$ cat config.mk
export PLATFORM = sky130hd
export DESIGN_NAME = audio_ser_tx
export DESIGN_NICKNAME = d
export VERILOG_FILES = /design/src/rtl/audio_ser_tx_pkg.sv /design/src/rtl/tx_edge_det.sv /design/src/rtl/tx_frame_trk.sv /design/src/rtl/tx_bit_sel.sv /design/src/rtl/audio_ser_tx.sv
export SDC_FILE = /design/constraint.sdc
export NUM_CORES = 1
export LEC_CHECK = 0
export ABC_AREA = 1
export BUFFER_PORTS_ARGS = -buffer_cell sky130_fd_sc_hd__buf_2
export CORE_MARGIN = 2
export CORE_UTILIZATION = 59
export DETAILED_ROUTE_END_ITERATION = 7
export HOLD_SLACK_MARGIN = 0.08
export PLACE_DENSITY = 0.82
export SLEW_MARGIN = 20
export SYNTH_ARGS = -nofsm -noshare
export SYNTH_HDL_FRONTEND = slang
export SYNTH_SLANG_ARGS = --single-unit
$ cat constraint.sdc
create_clock -name clk_i -period 4.2 [get_ports clk_i]
set_input_delay 0.84 -clock clk_i [delete_from_list [all_inputs] [get_ports clk_i]]
set_output_delay 0.84 -clock clk_i [all_outputs]
set_load 0.1 [all_outputs]
$ cat src/rtl/audio_ser_tx_pkg.sv
package audio_ser_tx_pkg;
  typedef enum logic [1:0] {
    FMT_RJ24  = 2'b00,
    FMT_RJ20  = 2'b01,
    FMT_I2S16 = 2'b10,
    FMT_I2S24 = 2'b11
  } fmt_e;

  function automatic int unsigned fmt_word_len(fmt_e f);
    case (f)
      FMT_RJ20:  return 20;
      FMT_I2S16: return 16;
      default:   return 24;
    endcase
  endfunction

  function automatic logic fmt_is_i2s(fmt_e f);
    return f[1];
  endfunction
endpackage

$ cat src/rtl/tx_edge_det.sv
module tx_edge_det (
  input  logic clk_i,
  input  logic rst_ni,
  input  logic bclk_i,
  input  logic pol_i,
  output logic smp_ev_o,
  output logic drv_ev_o
);
  logic bclk_q;
  logic rise, fall;

  always_ff @(posedge clk_i or negedge rst_ni) begin
    if (!rst_ni) bclk_q <= 1'b0;
    else         bclk_q <= bclk_i;
  end

  assign rise = bclk_i & ~bclk_q;
  assign fall = ~bclk_i & bclk_q;

  // polarity swaps both edges together
  assign smp_ev_o = pol_i ? fall : rise;
  assign drv_ev_o = pol_i ? rise : fall;
endmodule

$ cat src/rtl/tx_frame_trk.sv
module tx_frame_trk #(
  parameter int unsigned CNT_W = 6
) (
  input  logic             clk_i,
  input  logic             rst_ni,
  input  logic             smp_ev_i,
  input  logic             lrclk_i,
  output logic             lr_o,
  output logic             chg_o,
  output logic [CNT_W-1:0] idx_o,
  output logic [CNT_W-1:0] half_len_o
);
  localparam logic [CNT_W-1:0] IdxMax = '1;

  logic             lr_q;
  logic [CNT_W-1:0] idx_q, len_q;

  assign chg_o = smp_ev_i && (lrclk_i != lr_q);

  always_ff @(posedge clk_i or negedge rst_ni) begin
    if (!rst_ni) begin
      lr_q  <= 1'b0;
      idx_q <= '0;
      len_q <= '0;
    end else if (chg_o) begin
      lr_q  <= lrclk_i;
      idx_q <= '0;
      len_q <= idx_q + CNT_W'(1);
    end else if (smp_ev_i && idx_q != IdxMax) begin
      idx_q <= idx_q + CNT_W'(1);
    end
  end

  assign lr_o       = lr_q;
  assign idx_o      = idx_q;
  assign half_len_o = len_q;


  len_hold_chk: assert property (@(posedge clk_i) disable iff (!rst_ni)
    !chg_o |=> $stable(half_len_o));
endmodule

$ cat src/rtl/tx_bit_sel.sv
module tx_bit_sel #(
  parameter int unsigned SAMPLE_W = 24,
  parameter int unsigned CNT_W    = 6
) (
  input  logic [SAMPLE_W-1:0] sample_i,
  input  logic [CNT_W-1:0]    idx_i,
  input  logic [CNT_W-1:0]    half_len_i,
  input  logic [CNT_W-1:0]    wlen_i,
  input  logic                i2s_i,
  output logic                bit_o
);
  localparam int unsigned KW = CNT_W + 2;

  logic signed [KW-1:0] k, k_rj, k_i2s, w_s;
  logic [SAMPLE_W-1:0]  shifted;
  logic                 in_word;

  // k: position inside the word of the bit the receiver samples next
  assign k_i2s = $signed({2'b00, idx_i});
  assign k_rj  = $signed({2'b00, idx_i} + KW'(1)) - $signed({2'b00, half_len_i})
               + $signed({2'b00, wlen_i});
  assign w_s   = $signed({2'b00, wlen_i});
  assign k     = i2s_i ? k_i2s : k_rj;

  assign in_word = !k[KW-1] && (k < w_s);
  assign shifted = sample_i << k[KW-2:0];
  assign bit_o   = in_word & shifted[SAMPLE_W-1];
endmodule

$ cat src/rtl/audio_ser_tx.sv
module audio_ser_tx
  import audio_ser_tx_pkg::*;
#(
  parameter int unsigned SAMPLE_W = 24,
  parameter int unsigned CNT_W    = 6
) (
  input  logic                clk_i,
  input  logic                rst_ni,
  input  logic                bclk_i,
  input  logic                lrclk_i,
  input  logic                pol_i,
  input  logic [1:0]          fmt_i,
  input  logic                load_i,
  input  logic [SAMPLE_W-1:0] left_i,
  input  logic [SAMPLE_W-1:0] right_i,
  output logic                sdata_o
);
  fmt_e                fmt;
  logic                i2s, left_lvl;
  logic [CNT_W-1:0]    wlen;
  logic                smp_ev, drv_ev, chg, lr_cur;
  logic [CNT_W-1:0]    idx, half_len;
  logic                frame_start, send_left, nxt_bit;
  logic [SAMPLE_W-1:0] pend_l, pend_r, act_l, act_r, cur;

  assign fmt      = fmt_e'(fmt_i);
  assign i2s      = fmt_is_i2s(fmt);
  assign wlen     = CNT_W'(fmt_word_len(fmt));
  assign left_lvl = ~i2s;

  tx_edge_det i_edge (
    .clk_i, .rst_ni, .bclk_i, .pol_i,
    .smp_ev_o(smp_ev), .drv_ev_o(drv_ev)
  );

  tx_frame_trk #(.CNT_W(CNT_W)) i_trk (
    .clk_i, .rst_ni, .smp_ev_i(smp_ev), .lrclk_i,
    .lr_o(lr_cur), .chg_o(chg), .idx_o(idx), .half_len_o(half_len)
  );

  assign frame_start = chg && (lrclk_i == left_lvl);

  always_ff @(posedge clk_i or negedge rst_ni) begin
    if (!rst_ni) begin
      pend_l <= '0;
      pend_r <= '0;
    end else if (load_i) begin
      pend_l <= left_i;
      pend_r <= right_i;
    end
  end

  // pair only moves to the shifter at a frame start; otherwise it repeats
  always_ff @(posedge clk_i or negedge rst_ni) begin
    if (!rst_ni) begin
      act_l <= '0;
      act_r <= '0;
    end else if (frame_start) begin
      act_l <= pend_l;
      act_r <= pend_r;
    end
  end

  assign send_left = (lr_cur == left_lvl);
  assign cur       = send_left ? act_l : act_r;

  tx_bit_sel #(.SAMPLE_W(SAMPLE_W), .CNT_W(CNT_W)) i_sel (
    .sample_i(cur), .idx_i(idx), .half_len_i(half_len),
    .wlen_i(wlen), .i2s_i(i2s), .bit_o(nxt_bit)
  );

  always_ff @(posedge clk_i or negedge rst_ni) begin
    if (!rst_ni)     sdata_o <= 1'b0;
    else if (drv_ev) sdata_o <= nxt_bit;
  end


  drv_edge_only_chk: assert property (@(posedge clk_i) disable iff (!rst_ni)
    !drv_ev |=> $stable(sdata_o));


  act_hold_chk: assert property (@(posedge clk_i) disable iff (!rst_ni)
    !frame_start |=> ($stable(act_l) && $stable(act_r)));


  i2s_pad_chk: assert property (@(posedge clk_i) disable iff (!rst_ni)
    (drv_ev && i2s && (idx >= wlen)) |=> !sdata_o);
endmodule

==> results of run 1 <==
[critical path, delay by kind of cell (launching register included)]
family | cells | cell delay (ns)
buffers and inverters | 4 | 0.38
AOI/OAI and AO/OA | 1 | 0.45
adders and majority gates | 3 | 1.30
xor gates and xnor gates | 1 | 0.14
DFF | 1 | 0.46
and+or+nand+nor | 6 | 0.45
[metal layers]
metal	part of all wire [%]	wire [um]	vias up
li1	-	-	2127
met1	43	4590	1964
met2	50	5390	110
met3	4.0	430	32
met4	2.5	266	0
met5	0	0	-
[synthesized netlist by cell type, types with 2 or more instances]
cell type	count
o211ai_1	4
o211ai_2	4
xor2_1	6
clkbuf_1	15
o21ai_0	113
o22ai_1	4
or2_2	4
fa_1	3
dfrtp_1	111
buf_2	8
nand3_1	47
nor2_1	8
nand4_1	3
inv_1	120
xnor2_1	2
buf_6	2
a21oi_1	4
o21ai_2	2
ha_1	13
nand2_1	167
[area by class of cell]
type / instances / area [um^2] / share of cell area, %
inverters: 121 / 459 / 7.78
flip-flops and latches: 111 / 2780 / 47.1
well taps: 108 / 135 / 2.29
clock buffers: 10 / 138 / 2.33
repair buffers: 59 / 324 / 5.49
clock inverters: 6 / 57.6 / 0.975
multi-input cells: 392 / 2010 / 34.1
[per-stage QoR]
stage	worst slack (ns)	utilization [%]
floorplan	0.864	-
global placement	0.643	64.7
detailed placement	0.599	64.7
CTS	0.930	67.0
global route	0.653	67.0
finish	0.901	67.0
[worst max-delay path by stage]
| stage | from | endpoint | slack (ns) | depth (start not counted) |
|---|---|---|---|---|
| finish | i_trk.idx_o[0]$_DFFE_PN0P_ | sdata_o$_DFFE_PN0P_ | 0.90 | 15 |
| global placement | fmt_i[1] | sdata_o$_DFFE_PN0P_ | 0.64 | 19 |
| CTS | i_trk.idx_o[0]$_DFFE_PN0P_ | sdata_o$_DFFE_PN0P_ | 0.93 | 15 |
| floorplan | fmt_i[1] | sdata_o$_DFFE_PN0P_ | 0.86 | 19 |
| global route | i_trk.idx_o[0]$_DFFE_PN0P_ | sdata_o$_DFFE_PN0P_ | 0.65 | 18 |
| detailed placement | fmt_i[1] | sdata_o$_DFFE_PN0P_ | 0.60 | 16 |
[cell families after synthesis]
| logic type | Yosys count | synth area share, % |
|---|---|---|
| simple gates | 233 | 18.2 |
| buf+inv | 148 | 11.1 |
| compound gates | 135 | 13.6 |
| flops | 111 | 51.6 |
| fa+ha+maj | 16 | 4.13 |
| xor+xnor | 8 | 1.30 |
[state kept, by name (all words and copies together), names as in the netlist]
signal / count
act_l: 24
i_trk.half_len_o: 6
i_edge.bclk_q: 1
sdata_o: 1
pend_l: 24
act_r: 24
i_trk.idx_o: 6
i_trk.lr_o: 1
pend_r: 24
[where the power goes]
part	switching (uW)	internal [uW]	total, uW
logic	634	372	1010
registers	118	1270	1390
clock network	389	249	638
==> metrics.md, run 1 <==
| Metric | Value |
|---|---|
| Yosys warning count | `0` |
| Slew at the pin closest to its max-slew limit | `between 0.7 and 0.8 ns` |
| Worst Hold Class | `input port to async pin` |
| Area leader, netlist | `dfrtp_1` |
| CP most frequent cell | `inv_1` |
| WHS | `0.494 ns` |
| Cell Pwr Density | `514 mW/mm^2` |
| CTS Hold Bufs | `0` |
| GP Congestion | `0.973` |
| Critical-path top delay cell | `fa_1` |
| Dpl cell area | `0.00570 mm^2` |
| Min Clock Period, post-route | `3.30 ns` |
| Maxcap violations | `0` |
| Ys async rst share | `100%` |
| R2R depth | `15` |
| Postcts setup bufs | `0` |
| Core area | `between 0.008 and 0.009 mm^2` |
| Antenna violations before repair | `0` |
| Ratio of cells with drive above 1 in the final layout | `12.9%` |
| First-pass GRT wire length | `18,800 um` |
| Hold Violations, Final | `0` |
| Design Area, Final | `0.00590 mm^2` |
| Overall Power | `3030 uW` |
| Vias/cell | `5.25` |
| Fin cells | `807` |
| GR Util met3 | `4.64%` |
| Pin count of the biggest net entering global routing | `90` |
| DRC | `0` |
| Met1 Usage GRT | `29.4%` |
| Number of setup violations in the final report | `0` |
| Number of I/O port buffers | `56` |
| Worst-path clk slew | `0.12 ns` |
| RR Startpoint | `i_trk.idx_o[0]$_DFFE_PN0P_` |
| Dpl hpwl | `7780 um` |
| Synth cell types | `31` |
| Die height | `between 90 and 100 um` |
| FP Rows | `34` |
| Initial DRC Count | `308` |
| Final antenna-violating net count | `0` |
| Global route hottest layer | `met2` |
| Setup_tns | `0 ns` |
| Syn Inst Count | `between 600 and 700` |
| CTS resizes | `0` |
| Die ar. | `slightly below 0.01 mm^2` |
| GR Util met2 | `41.0%` |
| Die X-Extent | `99.6 um` |
| Gr usage total | `23.6%` |
| Slew Limit Fails | `0` |
| Filler instances | `~750` |
| Post-synth EDFFs | `0` |
| Vias in the first global route | `approximately 4,300` |
| Worst Setup Path Type | `flip-flop to flip-flop` |
| RSZ-0062 raised after global routing | `false` |
| Clk sinks | `111` |
| ANT cells | `0` |
| Crit path max fanout | `7` |
| Routed via count | `4,233` |
| CP peak stage delay | `approximately 0.55 ns` |
| Relative slew slack | `51.2%` |
| Fmax | `around 0.30 GHz` |
| Leading cell types in the layout, fill and taps excluded | `166 x nand2_1, 120 x inv_1, 113 x o21ai_0` |
| Setup crit start kind | `flip-flop` |
| Worst vdd ir | `0.000275 V` |
| Top FF cell, synth | `dfrtp_1` |
| Routed len/inst | `roughly 13 um` |
| LEAKAGE | `0.00311 uW` |
| Clock root cell | `clkbuf_8` |
| Synth top area share | `51.6%` |
| DRT Pass-1 Iters | `6` |
| Outcome | `finished clean` |
| Nets@finish | `~770` |
| Latest clock arrival within the worst-skew pair | `between 0.3 and 0.4 ns` |
| Seq/Total Area, Yosys | `51.6%` |
| Worst Setup End Kind | `flip-flop` |
| Final wirelength | `10,700 um` |
| CTS tree | `built` |
| Top post-synthesis cells by area | `dfrtp_1 52%, nand2_1 12%, o21ai_0 10%` |
| CP Cell Sequence | `ha_1, xor2_1, inv_1, fa_1, inv_1, fa_1, inv_1, o21ai_0, inv_1, nand3_1, nand3_1, nand3_1, nand2_1, nand2_1, nand2_1` |
| Synth-to-Final Area Change | `9.57%` |
| H-tree depth | `3` |
| Avg Cell Area, Syn | `8.27 um^2` |
| Num CTS Buffers | `9` |
| Layout Skew | `0.0165 ns` |
| Syn Nets | `723` |
| Leading cell type in the layout, fill and taps excluded | `nand2_1` |
| # IOs | `57` |
| Flop2flop setup slack | `roughly 0.90 ns` |
| GRT overflow | `0` |
| Placed cells | `791` |
| WP data arrival | `3.56 ns` |
| CTS Buffer Depth | `2` |
| Worst r2r dst | `sdata_o$_DFFE_PN0P_` |
| Synthesized cell area | `0.00539 mm^2` |
| Initial core utilization | `between 60% and 70%` |
| Fin crit share | `around four fifths` |
| Critical Path RT | `4.46 ns` |
| Flops & latches, synth | `111` |
Power figures use the tool's default switching activity.
==> inputs of run 2 (changes only) <==
- CORE_UTILIZATION: 59 -> 53
- PLACE_DENSITY: 0.82 -> 0.78
- clock period: 4.2 -> 2.82 ns (I/O delays scaled with it)
==> run 2 against run 1 <==
  * The run now ends with negative setup slack left
  * Sequential power up 49%
  * Via count about the same
  * Final cell count up 5.9%
  * Critical path type unchanged
  * Non-clock buffer count up 23
  * Clock power up 52%
  * Final area up 4.9%
  * First-iteration DRC count down 3.6%
  * Global-route usage down 1.5 points
==> metrics.md, run 2 (synthesized netlist as in run 1, its figures left out) <==
| Metric | Value |
|---|---|
| WHS | `0.283 ns (-0.211 ns)` |
| Min Clock Period, post-route | `2.85 ns (-0.447 ns)` |
| # IOs | `57 (unchanged)` |
| Gr usage total | `22.0% (-1.5 points)` |
| Latest clock arrival within the worst-skew pair | `0.38 ns (about the same)` |
| Clock root cell | `clkbuf_8` |
| Outcome | `finished, violations left` |
| CP most frequent cell | `nand2_1` |
| Die height | `105 um (+5.3%)` |
| Number of setup violations in the final report | `1 (+1)` |
| Leading cell types in the layout, fill and taps excluded | `166 x nand2_1, 117 x inv_1, 111 x dfrtp_1` |
| Failing checks | `negative setup slack` |
| Critical path buffer and inverter count | `3 (-1)` |
| Routed len/inst | `13.1 um (-0.80%)` |
| Leading cell type in the layout, fill and taps excluded | `nand2_1` |
| Fmax | `0.351 GHz (+16%)` |
| CTS tree | `built` |
| Worst r2r dst | `sdata_o$_DFFE_PN0P_` |
| R2R depth | `18 (+3)` |
| Initial core utilization | `54.9% (-6.3 points)` |
| Ratio of cells with drive above 1 in the final layout | `17.3% (+4.4 points)` |
| H-tree depth | `3 (unchanged)` |
| Synth-to-Final Area Change | `14.9%` |
| Crit path max fanout | `2 (-5)` |
| Slew at the pin closest to its max-slew limit | `0.811 ns (+0.0786 ns)` |
| Hold Violations, Final | `0 (unchanged)` |
| Sequential Power Share | `42.6% (-3.2 points)` |
| Filler instances | `890 (+18%)` |
| Vias/cell | `4.96 (-5.5%)` |
| Fin crit share | `101% (+23 points)` |
| Nets@finish | `789 (+3.0%)` |
| CTS Hold Bufs | `0 (unchanged)` |
| Die X-Extent | `105 um (+5.3%)` |
| Setup_tns | `-0.0326 ns (-0.0326 ns)` |
| Worst setup path start | `i_trk.idx_o[1]$_DFFE_PN0P_` |
| Comb pwr share | `37.5% (+4.4 points)` |
| Slew Limit Fails | `0 (unchanged)` |
| Relative slew slack | `45.9% (-5.2 points)` |
| Routed via count | `4,237 (+0.094%)` |
| Dpl hpwl | `8260 um (+6.2%)` |
| Die ar. | `0.0110 mm^2 (+11%)` |
| Overall Power | `4860 uW (+60%)` |
| Pin count of the biggest net entering global routing | `72 (-20%)` |
| Top delay family on crit path | `adder cells` |
| Num CTS Buffers | `9 (unchanged)` |
| Layout Skew | `0.0103 ns (-0.00623 ns)` |
| Initial DRC Count | `297 (-3.6%)` |
| Clock Power Share | `20.0% (-1.0 points)` |
| Critical Path Stages | `18 (+3)` |
| Internal power | `3110 uW (+64%)` |
| DRC | `0 (unchanged)` |
| Net Sw Frac | `36.1% (-1.6 points)` |
| Clk sinks | `111 (unchanged)` |
| Maxcap violations | `0 (unchanged)` |
| Final antenna-violating net count | `0 (unchanged)` |
| GRT overflow | `0 (unchanged)` |
| Final wirelength | `11,200 um (+5.1%)` |
| Worst-path clk slew | `0.10 ns (-0.02 ns)` |
| CP peak stage delay | `0.52 ns (-0.03 ns)` |
| Cell Pwr Density | `785 mW/mm^2 (+53%)` |
| RR Startpoint | `i_trk.idx_o[1]$_DFFE_PN0P_` |
| LEAKAGE | `0.00323 uW (+3.9%)` |
| CP Cell Sequence | `ha_2, xor2_1, inv_1, fa_1, inv_2, fa_2, xnor2_1, nand2_1, o21ai_2, inv_2, ha_4, o21ai_1, nand2_1, nor2_1, nand2_1, nand2_1, nand2_1, nand2_1` |
| Worst vdd ir | `0.000479 V (+74%)` |
| Flop2flop setup slack | `-0.03 ns (-0.93 ns)` |
| Setup crit start kind | `flip-flop` |
| RSZ-0062 raised after global routing | `true` |
| Vias in the first global route | `4,347 (+1.9%)` |
| Number of I/O port buffers | `56 (unchanged)` |
| Worst Setup Path Type | `flip-flop to flip-flop` |
| Worst Setup End Kind | `flip-flop` |
| CP Capture Point | `sdata_o$_DFFE_PN0P_` |
| Core area | `0.00982 mm^2 (+12%)` |
| WP data arrival | `3.13 ns (-0.43 ns)` |
| FP Rows | `36 (+5.9%)` |
| ANT cells | `0 (unchanged)` |
| CTS Buffer Depth | `2 (unchanged)` |
| Fin worst setup slack | `-0.0326 ns (-0.933 ns)` |
| Critical Path RT | `3.10 ns (-1.36 ns)` |
| Worst Hold Class | `input port to async pin` |
| Antenna violations before repair | `0 (unchanged)` |
| Sw Pwr | `1750 uW (+54%)` |
| GP Congestion | `0.885 (-9.0%)` |
| First-pass GRT wire length | `19,600 um (+4.1%)` |
| DRT Pass-1 Iters | `4 (-2)` |
| Critical-path top delay cell | `fa_1` |
## run 2: cell count changes in the layout (fill, tap and decap cells not counted), sizes merged
cell    delta
buf       +23
bufinv     +1
clkbuf     +1
clkinv     +3
inv        -5
## run 2: per-stage QoR
| stage | setup WS [ns] | std cells | area [um^2] | util [%] |
|---|---|---|---|---|
| final | -0.0326 | 855 | 6190 | 63.0 |
| after global routing | -0.243 | 855 | 6190 | 63.0 |
| after CTS | 0.00437 | 853 | 6160 | 62.7 |
| after detailed placement | -0.180 | 836 | 5930 | 60.4 |
| after global placement | -0.140 | 836 | 5930 | 60.4 |
| after floorplan | -0.0776 | 651 | 5430 | - |
## run 2: worst min path at each step
stage / endpoint / slack, ns
6_report: act_l[1]$_DFFE_PN0P_ / 0.28
5_1_grt: i_edge.bclk_q$_DFF_PN0_ / 0.30
4_1_cts: act_l[1]$_DFFE_PN0P_ / 0.30
3_5_place_dp: act_r[19]$_DFFE_PN0P_ / 0.48
3_3_place_gp: act_r[7]$_DFFE_PN0P_ / 0.47
2_1_floorplan: act_l[0]$_DFFE_PN0P_ / 0.27
## run 2: power groups by stage
stage | clock network, uW | logic (uW) | registers (uW)
detailed placement | 0 | 1730 | 2100
CTS | 988 | 1770 | 2070
finish | 971 | 1820 | 2070
global route | 1040 | 2080 | 2110
global placement | 0 | 1700 | 2090
floorplan | 0 | 1140 | 2080
## run 2: area by class of cell
class,instances,area [um^2],share of cell area [%]
well taps,133,166,2.69
multi-input cells,392,2070,33.5
repair buffers,82,507,8.19
clock inverters,5,57.6,0.930
flip-flops and latches,111,2780,44.9
clock buffers,11,141,2.28
inverters,121,467,7.54
## run 2: routing by layer
layer	share of wire, %	GRT usage [%]
met1	46	28.3
met2	50	38.5
met3	3.4	4.12
met4	1.1	5.71
met5	0	0
## run 2: what timing repair did
| item | 4_1_cts | 5_1_grt |
|---|---|---|
| pin swaps | 3 | 11 |
| buffers inserted | 1 | 3 |
| endpoints found under the setup margin | 1 | 1 |
| resized for setup | 5 | 4 |
==> inputs of run 3 (changes only) <==
- SETUP_SLACK_MARGIN: default -> 0.4
==> run 3 against run 2 <==
  * The run now ends clean
  * Final area increased by 0.26%
  * Clock power about the same
  * Critical endpoint unchanged
  * First-iteration DRC count decreased by 1.0%
==> metrics.md, run 3 (synthesized netlist as in run 1, its figures left out) <==
| Metric | Value |
|---|---|
| Outcome | `finished clean` |
| Critical Path RT | `3.10 ns (about the same)` |
| FP Rows | `36 (unchanged)` |
| Ratio of cells with drive above 1 in the final layout | `17.7% (+0.42 points)` |
| Filler instances | `886 (-0.45%)` |
| Initial DRC Count | `294 (-1.0%)` |
| ANT cells | `0 (unchanged)` |
| Num CTS Buffers | `9 (unchanged)` |
| Final antenna-violating net count | `0 (unchanged)` |
| DRC | `0 (unchanged)` |
| Die ar. | `0.0110 mm^2 (unchanged)` |
| Cell Pwr Density | `784 mW/mm^2 (-0.21%)` |
| Setup crit start kind | `flip-flop` |
| Number of setup violations in the final report | `0 (-1)` |
| WP data arrival | `3.05 ns (-0.08 ns)` |
| Core area | `0.00982 mm^2 (unchanged)` |
| Worst Hold Class | `input port to async pin` |
| CTS tree | `built` |
| First-pass GRT wire length | `19,600 um (+0.28%)` |
| Placed cells | `836 (unchanged)` |
| Maxcap violations | `0 (unchanged)` |
| GP Congestion | `0.885 (unchanged)` |
| Clock root cell | `clkbuf_8` |
| Crit path max fanout | `2 (unchanged)` |
| Min Clock Period, post-route | `2.77 ns (-0.0832 ns)` |
| H-tree depth | `3 (unchanged)` |
| Fmax | `0.361 GHz (+3.0%)` |
| Routed via count | `4,286 (+1.2%)` |
| Fin worst setup slack | `0.0507 ns (+0.0832 ns)` |
| Synth-to-Final Area Change | `15.2%` |
| Dpl hpwl | `8260 um (unchanged)` |
| # IOs | `57 (unchanged)` |
| Final wirelength | `11,200 um (about the same)` |
| Initial core utilization | `54.9% (unchanged)` |
| Overall Power | `4860 uW (about the same)` |
| Worst vdd ir | `0.000534 V (+11%)` |
| Layout Skew | `0.00994 ns (-0.000362 ns)` |
| RSZ-0062 raised after global routing | `true` |
| Fin cells | `855 (unchanged)` |
| Routed len/inst | `13.1 um (about the same)` |
| CTS Buffer Depth | `2 (unchanged)` |
| Vias in the first global route | `4,343 (-0.092%)` |
| Vias/cell | `5.01 (+1.2%)` |
| Die height | `105 um (unchanged)` |
| Relative slew slack | `46.1% (+0.11 points)` |
| Slew at the pin closest to its max-slew limit | `0.809 ns (-0.00170 ns)` |
| DRT Pass-1 Iters | `4 (unchanged)` |
| Pre-CTS setup slack | `-0.180 ns (unchanged)` |
| Slew Limit Fails | `0 (unchanged)` |
| Latest clock arrival within the worst-skew pair | `0.38 ns (about the same)` |
| Worst Setup End Kind | `flip-flop` |
| Gr usage total | `22.1% (+0.070 points)` |
| Nets@finish | `789 (unchanged)` |
| Worst-path clk slew | `0.10 ns (about the same)` |
| Worst Setup Path Type | `flip-flop to flip-flop` |
| GRT overflow | `0 (unchanged)` |
| Antenna violations before repair | `0 (unchanged)` |
| Die X-Extent | `105 um (unchanged)` |
| Hold Violations, Final | `0 (unchanged)` |
| Pin count of the biggest net entering global routing | `72 (unchanged)` |
| Fin crit share | `98.2% (-3.0 points)` |
| Leading cell type in the layout, fill and taps excluded | `nand2_1` |
| Number of I/O port buffers | `56 (unchanged)` |
| Setup_tns | `0 ns (+0.0326 ns)` |
| Leading cell types in the layout, fill and taps excluded | `166 x nand2_1, 117 x inv_1, 111 x dfrtp_1` |
| Clk sinks | `111 (unchanged)` |
| LEAKAGE | `0.00323 uW (+0.12%)` |
==> run 3: what timing repair did <==
action                                  CTS  global route
buffers inserted                          1             2
endpoints found under the setup margin    1             1
hold buffers                              0             0
gates resized for setup                   6             5
pin swaps                                 4             1
==> run 3: final timing paths <==
| check | from | endpoint | slack, ns | cells past startpoint |
|---|---|---|---|---|
| min in group clk_i | bclk_i | i_edge.bclk_q$_DFF_PN0_ | 0.31 | 1 |
| max | i_trk.idx_o[0]$_DFFE_PN0P_ | sdata_o$_DFFE_PN0P_ | 0.05 | 18 |
| min reg2reg | act_r[19]$_DFFE_PN0P_ | act_r[19]$_DFFE_PN0P_ | 0.50 | 2 |
| max in group asynchronous | rst_ni | pend_r[22]$_DFFE_PN0P_ | 1.82 | 2 |
| max reg2reg | i_trk.idx_o[0]$_DFFE_PN0P_ | sdata_o$_DFFE_PN0P_ | 0.05 | 18 |
| min | rst_ni | act_l[1]$_DFFE_PN0P_ | 0.28 | 1 |
==> run 3: metal layers <==
metal  global-route usage [%]  vias up  part of all wire [%]  wire, um
li1                         -     2169                     -         -
met1                     28.5     2040                    46      5150
met2                     38.8       66                    50      5620
met3                     4.05       11                   3.1       350
met4                     5.33        0                  0.93       104
met5                        0        -                     0         0
==> run 3: cell type report <==
type | count | area (um^2) | area share (%)
clock buffer | 11 | 141 | 2.28
clock inverter | 5 | 57.6 | 0.927
inverter | 121 | 467 | 7.52
multi-input combinational | 392 | 2090 | 33.7
sequential | 111 | 2780 | 44.8
tap | 133 | 166 | 2.68
timing repair buffer | 82 | 503 | 8.10
==> run 3: report_power, final <==
part	switching, uW	leakage (uW)	internal [uW]	total (uW)
combinational	1050	0.00173	776	1820
sequential	175	0.00139	1900	2070
clock	535	0.000103	436	971
==> run 3: per-stage QoR <==
stage / utilization (%) / hold WS [ns] / cell area, um^2
final: 63.2 / 0.283 / 6210
after global routing: 63.2 / 0.298 / 6210
after CTS: 62.8 / 0.298 / 6160
after detailed placement: 60.4 / 0.476 / 5930
after global placement: 60.4 / 0.468 / 5930
after floorplan: - / 0.268 / 5430
==> run 3: worst max-delay path, stage by stage, from the launching register on <==
cell and delay [ns]:
dfrtp_1 0.40, ha_2 0.20, xor2_1 0.12, inv_1 0.09, fa_1 0.49, inv_2 0.04
fa_2 0.34, xnor2_1 0.14, nand2_1 0.08, o21ai_2 0.08, inv_2 0.07, ha_4 0.26
o21ai_1 0.06, nand2_1 0.06, nor2_1 0.03, nand2_1 0.06, nand2_1 0.04, nand2_1 0.05
nand2_1 0.04
